<file path="src/rtl/irq_out_timer_pkg.sv">
package irq_out_timer_pkg;

    localparam int CTL_W   = 32;
    localparam int COUNT_W = 16;
    localparam int MODE_W  = 3;
    localparam int LEVEL_BIT = 31;

    localparam logic [MODE_W-1:0] MODE_TOGGLE = 3'b111;

    // stored fields of the control word; order fixes bit positions [19:0]
    typedef struct packed {
        logic               diag;
        logic [MODE_W-1:0]  mode;
        logic [COUNT_W-1:0] count;
    } ctl_t;

    localparam int FIELD_W = $bits(ctl_t);
    localparam int PAD_W   = CTL_W - 1 - FIELD_W;

    function automatic logic [CTL_W-1:0] pack_rd(input ctl_t c, input logic lvl);
        return {lvl, {PAD_W{1'b0}}, c};
    endfunction

endpackage

</file>
<file path="src/rtl/irq_out_timer_ctl.sv">
module irq_out_timer_ctl
    import irq_out_timer_pkg::*;
(
    input  logic             clk,
    input  logic             rst_n,
    input  logic             wr_en,
    input  logic [CTL_W-1:0] wr_data,
    output ctl_t             ctl
);
    typedef struct packed {
        ctl_t c;
    } st_t;

    st_t st_d, st_q;

    always_comb begin
        st_d = st_q;
        if (wr_en) begin
            st_d.c = ctl_t'(wr_data[FIELD_W-1:0]);
        end
    end

    always_ff @(posedge clk or negedge rst_n) begin
        if (!rst_n) st_q <= '0;
        else        st_q <= st_d;
    end

    assign ctl = st_q.c;
endmodule

</file>
<file path="src/rtl/irq_out_timer_presc.sv">
module irq_out_timer_presc #(
    parameter int PRESCALE = 520
) (
    input  logic clk,
    input  logic rst_n,
    input  logic run,
    input  logic restart,
    output logic tick
);
    localparam int PW = (PRESCALE > 2) ? $clog2(PRESCALE) : 1;
    localparam logic [PW-1:0] LAST = PW'(PRESCALE - 1);

    typedef struct packed {
        logic [PW-1:0] pre;
    } st_t;

    st_t st_d, st_q;
    logic at_last;

    always_comb begin
        st_d    = st_q;
        at_last = (st_q.pre == LAST);
        tick    = run && !restart && at_last;
        if (restart || !run) begin
            st_d.pre = '0;
        end else if (at_last) begin
            st_d.pre = '0;
        end else begin
            st_d.pre = st_q.pre + 1'b1;
        end
    end

    always_ff @(posedge clk or negedge rst_n) begin
        if (!rst_n) st_q <= '0;
        else        st_q <= st_d;
    end
endmodule

</file>
<file path="src/rtl/irq_out_timer_reload.sv">
module irq_out_timer_reload #(
    parameter int CW = 16
) (
    input  logic          clk,
    input  logic          rst_n,
    input  logic          run,
    input  logic          restart,
    input  logic          tick,
    input  logic [CW-1:0] reload,
    output logic          level
);
    typedef struct packed {
        logic [CW-1:0] cnt;
        logic          lvl;
    } st_t;

    st_t st_d, st_q;

    always_comb begin
        st_d = st_q;
        if (restart || !run) begin
            st_d.cnt = '0;
            st_d.lvl = 1'b0;
        end else if (tick) begin
            if (st_q.cnt == reload) begin
                st_d.cnt = '0;
                st_d.lvl = ~st_q.lvl;
            end else begin
                st_d.cnt = st_q.cnt + 1'b1;
            end
        end
    end

    always_ff @(posedge clk or negedge rst_n) begin
        if (!rst_n) st_q <= '0;
        else        st_q <= st_d;
    end

    assign level = st_q.lvl;
endmodule

</file>
<file path="src/rtl/irq_out_timer.sv">
module irq_out_timer
    import irq_out_timer_pkg::*;
#(
    parameter int PRESCALE = 520
) (
    input  logic             clk,
    input  logic             rst_n,
    input  logic             wr_en,
    input  logic [CTL_W-1:0] wr_data,
    output logic [CTL_W-1:0] rd_data,
    input  logic             out_dir,
    input  logic             out_en,
    output logic             irq_pin
);
    ctl_t ctl;
    logic run;
    logic tick;
    logic level;

    irq_out_timer_ctl u_ctl (
        .clk     (clk),
        .rst_n   (rst_n),
        .wr_en   (wr_en),
        .wr_data (wr_data),
        .ctl     (ctl)
    );

    assign run = (ctl.mode == MODE_TOGGLE);

    irq_out_timer_presc #(.PRESCALE(PRESCALE)) u_presc (
        .clk     (clk),
        .rst_n   (rst_n),
        .run     (run),
        .restart (wr_en),
        .tick    (tick)
    );

    irq_out_timer_reload #(.CW(COUNT_W)) u_reload (
        .clk     (clk),
        .rst_n   (rst_n),
        .run     (run),
        .restart (wr_en),
        .tick    (tick),
        .reload  (ctl.count),
        .level   (level)
    );

    assign rd_data = pack_rd(ctl, level);
    assign irq_pin = level & out_dir & out_en;
endmodule

</file>
<file path="config.mk">
export PLATFORM = sky130hd
export DESIGN_NAME = irq_out_timer
export DESIGN_NICKNAME = d
export VERILOG_FILES = /design/src/rtl/irq_out_timer_pkg.sv /design/src/rtl/irq_out_timer_ctl.sv /design/src/rtl/irq_out_timer_presc.sv /design/src/rtl/irq_out_timer_reload.sv /design/src/rtl/irq_out_timer.sv
export SDC_FILE = /design/constraint.sdc
export NUM_CORES = 1
export LEC_CHECK = 0
export BUFFER_PORTS_ARGS = -buffer_cell sky130_fd_sc_hd__clkbuf_2
export CAP_MARGIN = 40
export CORE_MARGIN = 5
export CORE_UTILIZATION = 40
export DETAILED_ROUTE_END_ITERATION = 6
export SYNTH_ARGS = -nofsm -noshare
export SYNTH_HDL_FRONTEND = slang
export SYNTH_SLANG_ARGS = --single-unit
</file>
<file path="constraint.sdc">
create_clock -name clk -period 2.3 [get_ports clk]
set_input_delay 0.115 -clock clk [delete_from_list [all_inputs] [get_ports clk]]
set_output_delay 0.115 -clock clk [all_outputs]
set_load 0.05 [all_outputs]
</file>
==> impl_metrics.ini <==
[routing]
ant_nets = 0
drc = 0
drtIter0Drc = 51
wire_per_inst_um = 13.04
vias = 1625
first_pass_iters = 4
drt_wl_total_um = 4434
viasPerCell = 4.779

[layout]
nets = 303
instances_no_fill = 340
design_area_um2 = 2779
antenna_cells = 0
syn2layout_area_growth_pct = 15.44
drive_gt1_share_pct = 35.85

[synthesis]
yosysTopAreaCell = dfrtp_1
yosysWarningCount = 0
syn_inst = 212
synth-seq-cells = 47
synth_top_area_share_pct = 48.86
synth_area_leaders = dfrtp_1, xnor2_1, mux2_2, buf_4, xor2_1
yosysSeqAreaShare_pct = 48.86
avgSynthCellArea_um2 = 11.36
synth_cell_type_count = 36
synthesis.area_um2 = 2407

[power_and_ir_drop]
ir_drop_mv = 0.3151
leakage_nw = 1.200
p_total_w = 0.001706
power_density_nw_per_um2 = 613.7

[timing]
rsz0062_at_grt = false
final-setup-viol-count = 0
final.period_utilization_pct = 91.73
skew_ns = 0.007660
timing_max_transition_violations_final = 0
relSlewSlack_pct = 60.57
period_needed_ns = 2.110
fmax_mhz = 474.0
tightestPinTransition_ns = 0.5914
fin_setup_tns_ns = 0
hold_viol = 0

[critical_path]
crit_start = u_presc.st_q[3]
path_delay_family = simple AND/OR/NAND/NOR gates
cp_max_fo = 11
critical_path_class = flop to flop
worst_setup_path_end_kind = flop
crit_slowest_cell = or4b_4
crit_required_ns = 2.48
critPathArrivalTime_ns = 2.29
start_kind = flop
rr_startpoint = u_presc.st_q[3]
path_cells = or4b_4 > o31a_1 > and4bb_1 > xnor2_1 > nor2_1
slowest_delay_ns = 0.57
worst-path-buf-inv = 0

[cts]
cts_max_path_buffers = 2
clock_latency_ns = 0.30
cts_tree = built
cts_buffers = 5
htreeDepth = 2
cts_num_sinks = 47
post-cts-setup-buffers = 0
path_clk_slew_ns = 0.08
root_buffer = clkbuf_8

[grt]
grt_max_degree = 48
grt_first_pass_wirelength_um = 7279
globalRouteOverflowTotal = 0
antenna_found_initial = 0
track_usage_pct = 12.20
grt_pass1_vias = 1579

[min_path]
min_from = wr_data[2]
hold_class = primary input to flop

[flow_run]
cap_violations = 0

[floorplan]
start_util_pct = 40.90
num_rows = 28
die_y_um = 87.58
dieArea_um2 = 7669
die_x_um = 87.58
coreArea_um2 = 5886
io_pins = 70

[place]
gp_congestion = 0.7294
place_inst = 331
dpl.hpwl_um = 3211
portBuffers = 46
dpl_cell_area_um2 = 2688

[outcome]
outcome = complete, no violations
[cell families after synthesis]
group                      after synthesis  share of synthesized area (%)
AOI/OAI and AO/OA                        7                          2.547
buffers and inverters                   17                          4.938
DFF                                     47                          48.86
xor gates and xnor gates                38                          13.83
other                                    1                         0.1558
and+or+nand+nor                         80                          19.28
muxes                                   20                          9.356
adders and majority gates                2                          1.039
[cell usage after synthesis, drive strengths merged]
| library cell | instances |
|---|---|
| nand4 | 5 |
| a21oi | 3 |
| nand3b | 1 |
| nor3b | 1 |
| conb | 1 |
| o21a | 1 |
| o31ai | 1 |
| ha | 2 |
| xnor2 | 28 |
| dfrtp | 47 |
| nor3 | 7 |
| buf | 15 |
| or3 | 3 |
| o31a | 1 |
| a31o | 1 |
| nor2b | 1 |
| xor2 | 10 |
| and4 | 1 |
| and4b | 1 |
| clkbuf | 2 |
| nor2 | 26 |
| nand2 | 11 |
| and3 | 7 |
| nand3 | 10 |
| or4b | 1 |
| mux2 | 20 |
| nand4b | 1 |
| and4bb | 1 |
| and2 | 2 |
| nor4 | 1 |
[worst reg2reg max path, delay by kind of cell (launching register included)]
kind            cells  cell delay, ns
simple gates        3            0.96
compound gates      1            0.49
flops               1            0.44
xor+xnor            1            0.11
[final timing paths]
check                      cells past startpoint                 to  slack (ns)
hold reg to reg                                1    u_presc.st_q[0]        0.46
max in group asynchronous                      3       u_ctl.ctl[4]        1.45
hold / removal                                 2       u_ctl.ctl[2]        0.05
min in group asynchronous                      3  u_reload.st_q[14]        0.43
setup / recovery                               5  u_reload.st_q[11]        0.19
setup reg to reg                               5  u_reload.st_q[11]        0.19
[per-layer routing]
layer  part of all wire (%)  vias up  track usage (%)  routed length, µm
li1                       -      800                -                  -
met1                     48      776            17.07               2132
met2                     45       44            18.29               1997
met3                    5.6        5            2.728                250
met4                    1.2        0            5.021                 55
met5                      0        -                0                  0
[stage by stage]
| step | hold slack [ns] | setup slack, ns | util, % |
|---|---|---|---|
| 6_report | 0.04618 | 0.1903 | 47.22 |
| 5_1_grt | 0.03692 | 0.09593 | 47.22 |
| 4_1_cts | 0.03403 | 0.1762 | 47.22 |
| 3_5_place_dp | 0.2522 | 0.1899 | 45.66 |
| 3_3_place_gp | 0.2504 | 0.2010 | 45.66 |
| 2_1_floorplan | -0.1806 | 0.2676 | - |
[power breakdown]
part           internal (W)  leakage (nW)  total, W  switching, W
registers          0.000862         0.611  0.000895     0.0000329
logic             0.0000965         0.547  0.000339      0.000242
clock network      0.000214        0.0422  0.000472      0.000259
total               0.00117          1.20   0.00171      0.000534
[placed cells by master (no fill, tap or decap), drive strengths merged, types with 2 or more instances in the layout]
cell | synthesis | routed
clkbuf | 2 | 53
dfrtp | 47 | 47
xnor2 | 28 | 28
nor2 | 26 | 26
mux2 | 20 | 20
nand2 | 11 | 11
conb | 1 | 11
xor2 | 10 | 10
nand3 | 10 | 10
and3 | 7 | 7
nor3 | 7 | 7
nand4 | 5 | 5
buf | 15 | 5
or3 | 3 | 3
a21oi | 3 | 3
ha | 2 | 2
and2 | 2 | 2
[flip-flops by register name, summed over array words and instances (netlist names)]
signal and flops:
u_presc.st_q 10, u_reload.st_q 16, u_reload.level 1, u_ctl.ctl 20
[cell type report]
class	count	area, µm²
Fill cell	553	3107
Clock buffer	7	76.32
Timing Repair Buffer	52	277.8
Tap cell	75	93.84
Sequential cell	47	1176
Multi-Input combinational cell	158	1150
Clock inverter	1	5.005
[timing repair]
item,4_1_cts,5_1_grt
hold endpoints to repair,47,0
hold buffers,1,0
gates resized for setup,0,0
Note: power is estimated with default switching activity, not from simulation.
